**src/rtl/exc_entry_pkg.sv**
```systemverilog
package exc_entry_pkg;
  localparam int unsigned NUM_SRC = 7;
  localparam int unsigned SRC_W   = $clog2(NUM_SRC);

  // rank order: lower value wins
  typedef enum logic [SRC_W-1:0] {
    SRC_RST  = 3'd0,
    SRC_DABT = 3'd1,
    SRC_FIQ  = 3'd2,
    SRC_IRQ  = 3'd3,
    SRC_PABT = 3'd4,
    SRC_UND  = 3'd5,
    SRC_SWI  = 3'd6
  } exc_src_e;

  localparam logic [4:0] MODE_FIQ = 5'b10001;
  localparam logic [4:0] MODE_IRQ = 5'b10010;
  localparam logic [4:0] MODE_SVC = 5'b10011;
  localparam logic [4:0] MODE_ABT = 5'b10111;
  localparam logic [4:0] MODE_UND = 5'b11011;

  localparam int unsigned BIT_T = 5;
  localparam int unsigned BIT_F = 6;
  localparam int unsigned BIT_I = 7;

  function automatic logic [4:0] src_mode(exc_src_e s);
    case (s)
      SRC_RST, SRC_SWI:   src_mode = MODE_SVC;
      SRC_DABT, SRC_PABT: src_mode = MODE_ABT;
      SRC_FIQ:            src_mode = MODE_FIQ;
      SRC_IRQ:            src_mode = MODE_IRQ;
      default:            src_mode = MODE_UND;
    endcase
  endfunction

  function automatic logic [7:0] src_offset(exc_src_e s);
    case (s)
      SRC_RST:  src_offset = 8'h00;
      SRC_UND:  src_offset = 8'h04;
      SRC_SWI:  src_offset = 8'h08;
      SRC_PABT: src_offset = 8'h0C;
      SRC_DABT: src_offset = 8'h10;
      SRC_IRQ:  src_offset = 8'h18;
      default:  src_offset = 8'h1C;
    endcase
  endfunction
endpackage

```
**src/rtl/exc_pick.sv**
```systemverilog
module exc_pick #(
  parameter int unsigned NUM = 7,
  localparam int unsigned IW = $clog2(NUM)
) (
  input  logic [NUM-1:0] req_i,
  output logic           valid_o,
  output logic [IW-1:0]  idx_o
);
  always_comb begin
    idx_o = '0;
    for (int i = NUM - 1; i >= 0; i--) begin
      if (req_i[i]) idx_o = IW'(i);
    end
  end

  assign valid_o = |req_i;
endmodule

```
**src/rtl/exc_entry_build.sv**
```systemverilog
module exc_entry_build
  import exc_entry_pkg::*;
#(
  parameter int unsigned      XLEN     = 32,
  parameter logic [XLEN-1:0]  VEC_BASE = '0
) (
  input  exc_src_e        src_i,
  input  logic [XLEN-1:0] pc_next_i,
  input  logic [XLEN-1:0] cpsr_i,
  output logic [XLEN-1:0] vector_o,
  output logic [XLEN-1:0] cpsr_o,
  output logic [XLEN-1:0] spsr_o,
  output logic [XLEN-1:0] lr_o
);
  logic is_rst;
  assign is_rst = (src_i == SRC_RST);

  assign vector_o = VEC_BASE + XLEN'(src_offset(src_i));

  always_comb begin
    cpsr_o        = cpsr_i;
    cpsr_o[4:0]   = src_mode(src_i);
    cpsr_o[BIT_T] = 1'b0;
    cpsr_o[BIT_I] = 1'b1;
    if (is_rst || src_i == SRC_FIQ) cpsr_o[BIT_F] = 1'b1;
  end

  assign spsr_o = is_rst ? '0 : cpsr_i;
  assign lr_o   = is_rst ? '0 : pc_next_i;
endmodule

```
**src/rtl/exc_entry_ctrl.sv**
```systemverilog
module exc_entry_ctrl
  import exc_entry_pkg::*;
#(
  parameter int unsigned     XLEN     = 32,
  parameter logic [XLEN-1:0] VEC_BASE = '0
) (
  input  logic            clk_i,
  input  logic            rst_ni,
  input  logic            rst_req_i,
  input  logic            dabt_req_i,
  input  logic            fiq_req_i,
  input  logic            irq_req_i,
  input  logic            pabt_req_i,
  input  logic            swi_req_i,
  input  logic            und_req_i,
  input  logic [XLEN-1:0] pc_next_i,
  input  logic [XLEN-1:0] cpsr_i,
  output logic            entry_o,
  output logic [XLEN-1:0] vector_o,
  output logic [XLEN-1:0] cpsr_o,
  output logic [XLEN-1:0] spsr_o,
  output logic [XLEN-1:0] lr_o
);
  logic [NUM_SRC-1:0] rank_req, rank_acc;
  logic               take;
  logic [SRC_W-1:0]   win_idx;
  logic [XLEN-1:0]    vec_d, cpsr_d, spsr_d, lr_d;

  always_comb begin
    rank_req           = '0;
    rank_req[SRC_RST]  = rst_req_i;
    rank_req[SRC_DABT] = dabt_req_i;
    rank_req[SRC_FIQ]  = fiq_req_i & ~cpsr_i[BIT_F];
    rank_req[SRC_IRQ]  = irq_req_i & ~cpsr_i[BIT_I];
    rank_req[SRC_PABT] = pabt_req_i;
    rank_req[SRC_UND]  = und_req_i;
    rank_req[SRC_SWI]  = swi_req_i;
  end

  // only reset gets through in the cycle after a strobe
  genvar g;
  generate
    for (g = 0; g < NUM_SRC; g++) begin : g_block
      if (g == SRC_RST) begin : g_pass
        assign rank_acc[g] = rank_req[g];
      end else begin : g_gate
        assign rank_acc[g] = rank_req[g] & ~entry_o;
      end
    end
  endgenerate

  exc_pick #(.NUM(NUM_SRC)) u_pick (
    .req_i  (rank_acc),
    .valid_o(take),
    .idx_o  (win_idx)
  );

  exc_entry_build #(.XLEN(XLEN), .VEC_BASE(VEC_BASE)) u_build (
    .src_i    (exc_src_e'(win_idx)),
    .pc_next_i(pc_next_i),
    .cpsr_i   (cpsr_i),
    .vector_o (vec_d),
    .cpsr_o   (cpsr_d),
    .spsr_o   (spsr_d),
    .lr_o     (lr_d)
  );

  always_ff @(posedge clk_i or negedge rst_ni) begin
    if (!rst_ni) begin
      entry_o  <= 1'b0;
      vector_o <= '0;
      cpsr_o   <= '0;
      spsr_o   <= '0;
      lr_o     <= '0;
    end else if (take) begin
      entry_o  <= 1'b1;
      vector_o <= vec_d;
      cpsr_o   <= cpsr_d;
      spsr_o   <= spsr_d;
      lr_o     <= lr_d;
    end else begin
      entry_o  <= 1'b0;
      vector_o <= '0;
      cpsr_o   <= '0;
      spsr_o   <= '0;
      lr_o     <= '0;
    end
  end

  assert_rst_wins_R1: assert property (@(posedge clk_i) disable iff (!rst_ni)
    rst_req_i |=> entry_o && vector_o == VEC_BASE && cpsr_o[4:0] == MODE_SVC);

  assert_rst_clears_link_R4: assert property (@(posedge clk_i) disable iff (!rst_ni)
    rst_req_i |=> lr_o == '0 && spsr_o == '0);

  assert_mask_bits_R5: assert property (@(posedge clk_i) disable iff (!rst_ni)
    entry_o |-> cpsr_o[BIT_I] && !cpsr_o[BIT_T]);

  assert_masked_irq_R7: assert property (@(posedge clk_i) disable iff (!rst_ni)
    (irq_req_i && cpsr_i[BIT_I] && !rst_req_i && !dabt_req_i && !fiq_req_i
     && !pabt_req_i && !swi_req_i && !und_req_i) |=> !entry_o);

  assert_single_pulse_R10: assert property (@(posedge clk_i) disable iff (!rst_ni)
    (entry_o && !rst_req_i) |=> !entry_o);

  assert_idle_zero_R9: assert property (@(posedge clk_i) disable iff (!rst_ni)
    !entry_o |-> vector_o == '0 && cpsr_o == '0 && lr_o == '0 && spsr_o == '0);
endmodule

```
**config.mk**
```make
export PLATFORM = sky130hd
export DESIGN_NAME = exc_entry_ctrl
export DESIGN_NICKNAME = d
export VERILOG_FILES = /design/src/rtl/exc_entry_pkg.sv /design/src/rtl/exc_pick.sv /design/src/rtl/exc_entry_build.sv /design/src/rtl/exc_entry_ctrl.sv
export SDC_FILE = /design/constraint.sdc
export NUM_CORES = 1
export LEC_CHECK = 0
export BUFFER_PORTS_ARGS = -buffer_cell sky130_fd_sc_hd__buf_2
export CORE_AREA = 5 5 182 131
export CTS_CLUSTER_SIZE = 12
export DETAILED_ROUTE_END_ITERATION = 12
export DIE_AREA = 0 0 187 136
export SYNTH_ARGS = -nofsm -noshare
export SYNTH_HDL_FRONTEND = slang
export SYNTH_HIERARCHICAL = 1
export SYNTH_SLANG_ARGS = --single-unit
```
**constraint.sdc**
```tcl
create_clock -name clk_i -period 3.49 [get_ports clk_i]
set_clock_uncertainty 0.15 [all_clocks]
set_input_delay 0 -clock clk_i [delete_from_list [all_inputs] [get_ports clk_i]]
set_output_delay 0 -clock clk_i [all_outputs]
set_load 0.03 [all_outputs]
```
# --- Word-level counts from Yosys, hierarchy flattened ---
# Cells that the tools add are included.
word_totals:
  input_bits: 73
  wordCells: 44
  reg_bits: 129
classes:
  n_reduce_logical: 5
  mux: 17
  eq_ne: 6
  n_bitwise: 11
ops:
  columns: ["operator", "n"]
  rows:
  - ["32-bit two-way mux", 5]
  - ["5-bit case mux with 6 select lines", 1]
  - ["3-bit two-way mux", 7]
  - ["4-bit case mux with 4 select lines", 1]
  - ["3-bit == test, second input constant", 3]
  - ["1-bit AND", 8]
  - ["8-bit two-way mux", 1]
  - ["7-bit OR reduction", 1]
  - ["3-bit by 2-bit == test with 1-bit output, second input constant", 2]
  - ["2-bit OR reduction", 2]
  - ["3-bit by 1-bit == test with 1-bit output, second input constant", 1]
  - ["3-bit zero test", 1]
  - ["1-bit inverter", 3]
  - ["1-bit two-way mux", 2]
  - ["1-bit logical OR", 1]

# --- Longest topological paths before layout ---
# Gate-level depths: netlist (run 1).
logic_depth:
  depth_word: 13
  ltp_mapped: 10

# --- Hierarchy ---
# Netlist (run 1), hierarchy kept.
modules_own_cells:
  columns: ["module", "area_each_um2", "instances", "cells_per_inst", "seq_area_each_um2"]
  rows:
  - ["exc_entry_ctrl", 4256.6, 1, 277, 3228.1]
  - ["exc_entry_build", 1036.0, 1, 152, 0.0]
  - ["exc_pick", 72.6, 1, 11, 0.0]

# --- Worst setup path before layout (run 1) ---
# OpenSTA, ideal clock, no wires.
synth_path:
  kind: "register to register"
  start: "register entry_o"
  end: "register vector_o[3]"
  required_ns: 3.221
  arrival_time_ns: 2.593
  setup_ns: 0.119
  path_stages_with_launch: 10
  path_slack_ns: 0.628
  path_cell_list: "dfrtp_1 nor3b_1 or4_4 nor2_1 inv_1 ha_1 nand2b_1 a31oi_1 o21ai_0 and2_1"
synth_between:
  word_cells_on_any_way: 23
  classes_between: "eq/ne: 5; mux: 9; bitwise: 7; reduce/logical: 2"
synth_rtl:
  columns: ["item", "line_no", "text"]
  rows:
  - ["start, declared", "exc_entry_ctrl.sv:18", "output logic entry_o,"]
  - ["start signal, assigned", "exc_entry_ctrl.sv:70", "entry_o <= 1'b0;"]
  - ["start signal, assigned", "exc_entry_ctrl.sv:76", "entry_o <= 1'b1;"]
  - ["start signal, assigned", "exc_entry_ctrl.sv:82", "entry_o <= 1'b0;"]
  - ["1-bit inverter (*)", "exc_entry_ctrl.sv:47", "assign rank_acc[g] = rank_req[g] & ~entry_o;"]
  - ["1-bit AND (*)", "exc_entry_ctrl.sv:47", null]
  - ["via rank_acc[3]", "exc_entry_ctrl.sv:24", "logic [NUM_SRC-1:0] rank_req, rank_acc;"]
  - ["3-bit two-way mux (*) (4 in a row)", "exc_pick.sv:12", "if (req_i[i]) idx_o = IW'(i);"]
  - ["via win_idx[2]", "exc_entry_ctrl.sv:26", "logic [SRC_W-1:0] win_idx;"]
  - ["3-bit by 2-bit == test with 1-bit output (tied with other cells)", "exc_entry_pkg.sv:37", "case (s)"]
  - ["5-bit case mux with 6 select lines (*)", "exc_entry_pkg.sv:37", null]
  - ["via vec_d[3]", "exc_entry_ctrl.sv:27", "logic [XLEN-1:0] vec_d, cpsr_d, spsr_d, lr_d;"]
  - ["8-bit two-way mux (*)", "exc_entry_ctrl.sv:75", "end else if (take) begin"]
  - ["end signal, assigned", "exc_entry_ctrl.sv:77", "vector_o <= vec_d;"]
  - ["end, declared", "exc_entry_ctrl.sv:19", "output logic [XLEN-1:0] vector_o,"]
# The timed path passes the listed nets; every way through them passes the cells marked *.

# --- Worst setup path after layout (run 1) ---
# Ends and elaborated chain as after synthesis.

==> results.sh, run 1 <==
export IMPL_ant_nets=0
export IMPL_htree_levels=4
export IMPL_switchingPower_w=0.00155
export IMPL_rsz0062_at_grt="false"
export IMPL_grt_pass1_wl_um=21100
export IMPL_vias_per_cell=3.59
export IMPL_seq_power_share=0.362
export IMPL_switching_share=0.320
export IMPL_numCtsBuffers=17
export IMPL_nNetsFinal=762
export IMPL_synthCells=440
export IMPL_initial_core_util=0.243
export IMPL_vias=3539
export IMPL_synth_seq_cells=129
export IMPL_critPathCapture="vector_o[3]"
export IMPL_clkSinkCount=129
export IMPL_antenna_found_initial=2
export IMPL_status="complete, no violations"
export IMPL_worstSetupEndpointType="register"
export IMPL_tritoncts="built"
export IMPL_fin_cells=987
export IMPL_setup_violations=0
export IMPL_period_minus_slack_ns=2.54
export IMPL_rows=46
export IMPL_routed_wl_um=13000
export IMPL_crit_type="reg -> reg"
export IMPL_slew_violations=0
export IMPL_grt_pass1_vias=3896
export IMPL_ys_top_cells_by_area="dfrtp_1 (60%), and2_1 (12%), nor2b_1 (8.0%), buf_4 (7.8%), and2_2 (3.8%)"
export IMPL_dpl_cell_area_um2=6290
export IMPL_r2r_slack_ns=0.95
export IMPL_drive_gt1_frac=0.387
export IMPL_port_buffers=201
export IMPL_leakagePower_nw=3.87
export IMPL_worst_path_largest_cell_delay_ns=0.52
export IMPL_die_area_um2=25400
export IMPL_finalCritPeriodShare=0.728
export IMPL_slew_headroom=0.348
export IMPL_crit_arrival_ns=2.69
export IMPL_drv_cap=0
export IMPL_drc=0
export IMPL_worstPathRequired_ns=3.64
export IMPL_cp_cell_sequence="nor3b_1, or4_4, nor2_1, buf_4, inv_1, ha_1, nand2b_1, a31oi_1, o21ai_0, and2_1"
export IMPL_pwr_density_cell_nw_per_um2=641
export IMPL_synth_cell_types=30
export IMPL_grt_overflow_total=0
export IMPL_initialDrtViolationCount=94
export IMPL_yosys_area_top_type="dfrtp_1"
export IMPL_fin_area_um2=7560
export IMPL_crit_path_start_kind="register"
export IMPL_cts_root_buffer_cell="clkbuf_16"
export IMPL_regArea_um2=3230
export IMPL_clk_latency_ns=0.41
export IMPL_io_pins=202
export IMPL_hold_path_class="in -> reg"
export IMPL_setup_tns_ns=0
export IMPL_place_hpwl_um=8420
export IMPL_dp_cells=889
export IMPL_routedWlPerCell_um=13.2
export IMPL_crit_slowest_cell="or4_4"
export IMPL_worstSetupStartpoint="entry_o"
export IMPL_multi_input_area_um2=1620
export IMPL_firstDrtPassIters=4
export IMPL_gp_congestion=0.768
export IMPL_grt_usage=0.107
export IMPL_path_max_fanout=8
export IMPL_fillers=2206
export IMPL_core_area_um2=22100
export IMPL_die_h_um=136
export IMPL_chipWidth_um=187
export IMPL_internal_power_w=0.00330
export IMPL_tightestPinTransition_ns=0.977
export IMPL_ys_warn_count=6
export IMPL_yosysTopAreaCellShare=0.602
export IMPL_r2r_cells=10
export IMPL_clockBufferDepth=2
export IMPL_pwr_share_clk=0.389
export IMPL_finalHoldViolations=0
export IMPL_clock_fmax_ghz=0.394
export IMPL_synth_seq_area_share=0.602
export IMPL_cts_setup_buffers=0
export IMPL_syn_area_per_cell_um2=12.2
export IMPL_ir_drop_uv=382
export IMPL_rr_endpoint="vector_o[3]"
export IMPL_syn2layout_area_growth_pct=40.9
export IMPL_clkSlewWorstSetupHoldPaths_ns=0.06
export IMPL_timing_rr_start="entry_o"
export IMPL_synthesis_area_um2=5370
export IMPL_pwr_share_comb=0.249
export IMPL_grt_max_degree=122
==> power groups by stage <==
stage	Clock, W	Sequential [W]	Combinational [W]
2_1_floorplan	0	0.00221	0.000435
3_3_place_gp	0	0.00178	0.00116
3_5_place_dp	0	0.00178	0.00117
4_1_cts	0.00196	0.00175	0.00123
5_1_grt	0.00202	0.00177	0.00131
6_report	0.00189	0.00175	0.00121
==> how the worst min path moves through the flow <==
stage | startpoint | to | cells after the start
floorplan | rst_ni | cpsr_o[0] | 0
global placement | rst_ni | spsr_o[26] | 1
detailed placement | rst_ni | cpsr_o[21] | 1
CTS | rst_req_i | cpsr_o[1] | 6
global route | rst_req_i | cpsr_o[1] | 6
finish | rst_req_i | cpsr_o[1] | 6
==> cells in the final DEF (no fill, tap or decap), types with 5 or more instances in the layout <==
cell type / count
dfrtp_1: 129
dlygate4sd3_1: 65
clkbuf_16: 17
buf_4: 7
and2_2: 27
conb_1: 32
and2_1: 101
nor2b_1: 69
nor2_1: 5
buf_2: 200
==> layout make-up <==
type	count	area share
antenna	1	0.000331
clock buffer	18	0.0568
clock inverter	14	0.0252
inverter	3	0.00149
multi-input combinational	261	0.215
sequential	129	0.427
tap	288	0.0477
timing repair buffer	273	0.227
==> routing by layer <==
metal,up-vias,routed length [um],global-route usage
li1,1745,-,-
met1,1641,5690,0.126
met2,133,5940,0.168
met3,18,1170,0.0554
met4,2,200,0.0386
met5,-,15,0
==> logic make-up (layout without fill, tap and decap cells) <==
family | after synthesis | in the layout | share of synthesized area
XOR/XNOR | 1 | 1 | 0.00163
AO/OA/AOI/OAI | 9 | 9 | 0.0107
flip-flops | 129 | 129 | 0.602
adder cells (fa/ha/maj) | 4 | 4 | 0.00933
buffers and inverters | 80 | 308 | 0.117
other | 2 | 33 | 0.00140
AND/OR/NAND/NOR | 215 | 215 | 0.258
==> through the flow <==
| step | setup slack, ns | util | hold WS [ns] | power (W) |
|---|---|---|---|---|
| 2_1_floorplan | 0.628 | - | -0.446 | 0.00264 |
| 3_3_place_gp | 0.998 | 0.284 | 0.0413 | 0.00294 |
| 3_5_place_dp | 0.953 | 0.284 | 0.0525 | 0.00295 |
| 4_1_cts | 0.951 | 0.342 | 0.0759 | 0.00494 |
| 5_1_grt | 0.777 | 0.342 | 0.137 | 0.00510 |
| 6_report | 0.951 | 0.342 | 0.118 | 0.00484 |
==> synth_stat cells <==
library cell / count
or4_4: 1
inv_1: 3
dfrtp_1: 129
nor3_4: 1
or3_1: 1
or2_2: 1
buf_6: 14
nand2_1: 1
nand2b_4: 1
a211oi_1: 1
and2_2: 27
nand2b_1: 1
a31oi_1: 1
nand3_1: 1
and2_1: 101
nor3_1: 2
buf_4: 56
xor2_1: 1
buf_2: 6
clkbuf_4: 1
a21oi_1: 2
o21ai_0: 1
o22ai_1: 1
nor3b_1: 3
ha_1: 4
o21bai_1: 2
a21o_1: 1
nor2b_1: 69
nor2_1: 5
conb_1: 2
==> flip-flops by register name (all words and copies together), names as in the netlist <==
| signal | flops |
|---|---|
| spsr_o | 32 |
| lr_o | 32 |
| entry_o | 1 |
| vector_o | 32 |
| cpsr_o | 32 |
==> worst max-delay path: cells and delay by family, from the launching register on <==
| kind | cells | cell delay (ns) |
|---|---|---|
| fa+ha+maj | 1 | 0.34 |
| flops | 1 | 0.44 |
| compound gates | 2 | 0.24 |
| simple gates | 5 | 0.97 |
| buf+inv | 2 | 0.27 |
==> repair_timing <==
| action | in CTS | in global routing |
|---|---|---|
| hold buffers | 65 | 0 |
| endpoints found under the setup margin | 0 | 0 |
| hold endpoints to repair | 192 | 0 |
| resized for setup | 0 | 0 |
(Power assumes the default switching activity.)
==> run 2: changes to the inputs <==
--- a/config.mk
+++ b/config.mk
@@ -5,11 +5,12 @@
 export SDC_FILE = /design/constraint.sdc
 export NUM_CORES = 1
 export LEC_CHECK = 0
+export ABC_AREA = 1
 export BUFFER_PORTS_ARGS = -buffer_cell sky130_fd_sc_hd__buf_2
-export CORE_AREA = 5 5 182 131
+export CORE_AREA = 5 5 186 134
 export CTS_CLUSTER_SIZE = 12
 export DETAILED_ROUTE_END_ITERATION = 12
-export DIE_AREA = 0 0 187 136
+export DIE_AREA = 0 0 191 139
 export SYNTH_ARGS = -nofsm -noshare
 export SYNTH_HDL_FRONTEND = slang
 export SYNTH_HIERARCHICAL = 1
==> constraint.sdc (replaced) <==
create_clock -name clk_i -period 2.35 [get_ports clk_i]
set_clock_uncertainty 0.15 [all_clocks]
set_input_delay 0 -clock clk_i [delete_from_list [all_inputs] [get_ports clk_i]]
set_output_delay 0 -clock clk_i [all_outputs]
set_load 0.03 [all_outputs]
==> run 2 against run 1 <==
- non-clock buffer count increased by 6
- sequential share of layout area decreased by 2.0 points
- combinational power increased by 60%
- total power increased by 46%
- clock power increased by 34%
- final cell count increased by 25%
- worst hold slack improved by 0.0027 ns
- first-iteration DRC count unchanged
- core utilization increased by 0.14 points
- die area increased by 4.4%
- via count increased by 21%
- sequential power increased by 49%
- critical path type unchanged
- largest power group is now sequential cells
- highest routed layer is now met4
==> results.sh, run 2 <==
export IMPL_synth_seq_cells=129
export IMPL_chipWidth_um=191
export IMPL_layout_common_cells="inv_1 (207), buf_2 (200), nand2_1 (143), dfrtp_1 (129), dlygate4sd3_1 (67)"
export IMPL_final_util=0.343
export IMPL_cp_cell_sequence="nor2_1, inv_2, nand2_1, nand2_1, a21oi_2, inv_1, ha_1, inv_1, nand3_1, nand2_1, nand2_1, inv_1"
export IMPL_r2r_cells=12
export IMPL_clk_latency_ns=0.41
export IMPL_port_buffers=201
export IMPL_seq_power_share=0.368
export IMPL_dpl_cell_area_um2=6680
export IMPL_clockBufferDepth=2
export IMPL_cts_setup_buffers=0
export IMPL_yosysTopAreaCellShare=0.569
export IMPL_core_area_um2=23100
export IMPL_firstDrtPassIters=5
export IMPL_synthCells=652
export IMPL_clock_fmax_ghz=0.499
export IMPL_fillers=2402
export IMPL_clkSlewWorstSetupHoldPaths_ns=0.06
export IMPL_gp_congestion=0.745
export IMPL_synth_commonest_cells="inv_1 (207), nand2_1 (143), dfrtp_1 (129)"
export IMPL_dpl_worst_slack_ns=0.369
export IMPL_vias=4273
export IMPL_pwr_share_clk=0.358
export IMPL_syn_area_per_cell_um2=8.70
export IMPL_regArea_um2=3230
export IMPL_timing_rr_start="entry_o"
export IMPL_die_h_um=139
export IMPL_pwr_share_comb=0.274
export IMPL_internal_power_w=0.00461
export IMPL_initialDrtViolationCount=94
export IMPL_routed_wl_um=14000
export IMPL_rsz0062_at_grt="false"
export IMPL_drv_cap=0
export IMPL_async_flop_share=1.00
export IMPL_worst_hold_path_num_cells=9
export IMPL_htree_levels=4
export IMPL_pwr_density_cell_nw_per_um2=891
export IMPL_place_hpwl_um=9250
export IMPL_finalHoldWorstSlack_ns=0.121
export IMPL_io_pins=202
export IMPL_setup_violations=0
export IMPL_routedWlPerCell_um=11.3
export IMPL_synth_edff_count=0
export IMPL_vias_per_cell=3.46
export IMPL_period_minus_slack_ns=2.01
export IMPL_min_delay_start="dabt_req_i"
export IMPL_antenna_found_initial=0
export IMPL_drive_gt1_frac=0.285
export IMPL_ys_warn_count=6
export IMPL_grt_pass1_wl_um=22700
export IMPL_ir_drop_uv=455
export IMPL_finalHoldViolations=0
export IMPL_leakagePower_nw=5.34
export IMPL_r2r_slack_ns=0.34
export IMPL_crit_type="reg -> reg"
export IMPL_critPathMostFrequentCell="nand2_1"
export IMPL_crit_family="simple AND/OR/NAND/NOR gates"
export IMPL_worstPathRequired_ns=2.55
export IMPL_num_antenna_cells=0
export IMPL_status="complete, no violations"
export IMPL_crit_slowest_cell="dfrtp_1"
export IMPL_layout_setup_ws_ns=0.345
export IMPL_layout_commonest_cell="inv_1"
export IMPL_die_area_um2=26500
export IMPL_grt_overflow_total=0
export IMPL_crit_buf_inv=4
export IMPL_rows=47
export IMPL_rr_endpoint="vector_o[4]"
export IMPL_worst_path_largest_cell_delay_ns=0.44
export IMPL_switching_share=0.348
export IMPL_grt_max_degree=74
export IMPL_crit_path_start_kind="register"
export IMPL_setup_tns_ns=0
export IMPL_grt_pass1_vias=4450
export IMPL_grt_usage=0.110
export IMPL_cts_root_buffer_cell="clkbuf_16"
export IMPL_ys_top_cells_by_area="dfrtp_1 (57%), inv_1 (14%), nand2_1 (9.5%), buf_4 (7.5%), nor2_1 (4.3%)"
export IMPL_ant_nets=0
export IMPL_crit_arrival_ns=2.21
export IMPL_tritoncts="built"
export IMPL_switchingPower_w=0.00246
export IMPL_synth_most_common_cell="inv_1"
export IMPL_slew_violations=0
export IMPL_clkSinkCount=129
export IMPL_drc=0
export IMPL_min_to="cpsr_o[0]"
export IMPL_worstSetupEndpointType="register"
export IMPL_multi_input_area_um2=1120
export IMPL_numCtsBuffers=17
export IMPL_nNetsFinal=981
export IMPL_finalCritPeriodShare=0.853
export IMPL_synth_ff_type="dfrtp_1"
export IMPL_synthesis_area_um2=5670
export IMPL_initial_core_util=0.245
export IMPL_path_max_fanout=7
export IMPL_yosys_area_top_type="dfrtp_1"
export IMPL_syn2layout_area_growth_pct=40.0
export IMPL_synth_cell_types=21
export IMPL_synth_seq_area_share=0.569
export IMPL_hold_path_class="in -> reg"
export IMPL_fin_area_um2=7940
-- run 2: cell types whose count changed in the layout (fill, tap and decap cells not counted), moves of 6 or more --
cell / change
inv_1: +204
nor2_2: +9
and2_2: -27
nor2_1: +60
nand2_1: +142
and2_1: -101
buf_12: +6
nor2b_1: -69
-- run 2: cell families after synthesis --
family	count (synthesis)	synth area share
AO/OA/AOI/OAI	3	0.00331
adder cells (fa/ha/maj)	4	0.00883
buffers and inverters	285	0.254
flip-flops	129	0.569
other	2	0.00132
AND/OR/NAND/NOR	229	0.164
-- run 2: power groups by stage --
stage	sequential [W]	combinational, W	clock (W)
3_3_place_gp	0.00263	0.00186	0
2_1_floorplan	0.00328	0.000750	0
4_1_cts	0.00260	0.00197	0.00264
6_report	0.00260	0.00194	0.00253
3_5_place_dp	0.00264	0.00187	0
5_1_grt	0.00263	0.00214	0.00273
-- run 2: timing repair --
action,in CTS,in global routing
endpoints found under the hold margin,221,0
resized for setup,0,0
hold buffers,68,0
-- run 2: cell type report --
class                      instances  area share
tap                              318      0.0501
sequential                       129       0.407
multi-input combinational        268       0.141
clock buffer                      20      0.0575
inverter                         209      0.0992
timing repair buffer             279       0.232
clock inverter                    12      0.0139
-- run 2: how the worst max path moves through the flow --
stage / from / end / slack [ns] / cells past startpoint
finish: entry_o / vector_o[4] / 0.34 / 12
global route: entry_o / lr_o[21] / 0.12 / 13
CTS: entry_o / vector_o[4] / 0.34 / 12
detailed placement: entry_o / lr_o[31] / 0.37 / 11
global placement: entry_o / vector_o[4] / 0.41 / 12
floorplan: entry_o / vector_o[2] / 0.13 / 11
-- run 2: routing by layer --
layer  routed length [um]  up-vias  GRT usage  share of wire
met5                    0        -          0              0
met4                  298        0     0.0442          0.021
met3                 1340       24     0.0503          0.096
met2                 6560      138      0.183           0.47
met1                 5780     1940      0.124           0.41
li1                     -     2171          -              -
-- run 2: stage by stage --
step / std cells / power [W]
after floorplan: 682 / 0.00403
after global placement: 1135 / 0.00450
after detailed placement: 1135 / 0.00451
after CTS: 1235 / 0.00722
after global routing: 1235 / 0.00750
final: 1235 / 0.00707
-- run 2: worst min-delay path: stages --
cell	delay, ns
buf_2	0.09
inv_1	0.05
nor2_1	0.03
inv_1	0.11
a21oi_2	0.08
buf_4	0.15
nand2_1	0.06
nand2_1	0.05
inv_1	0.04
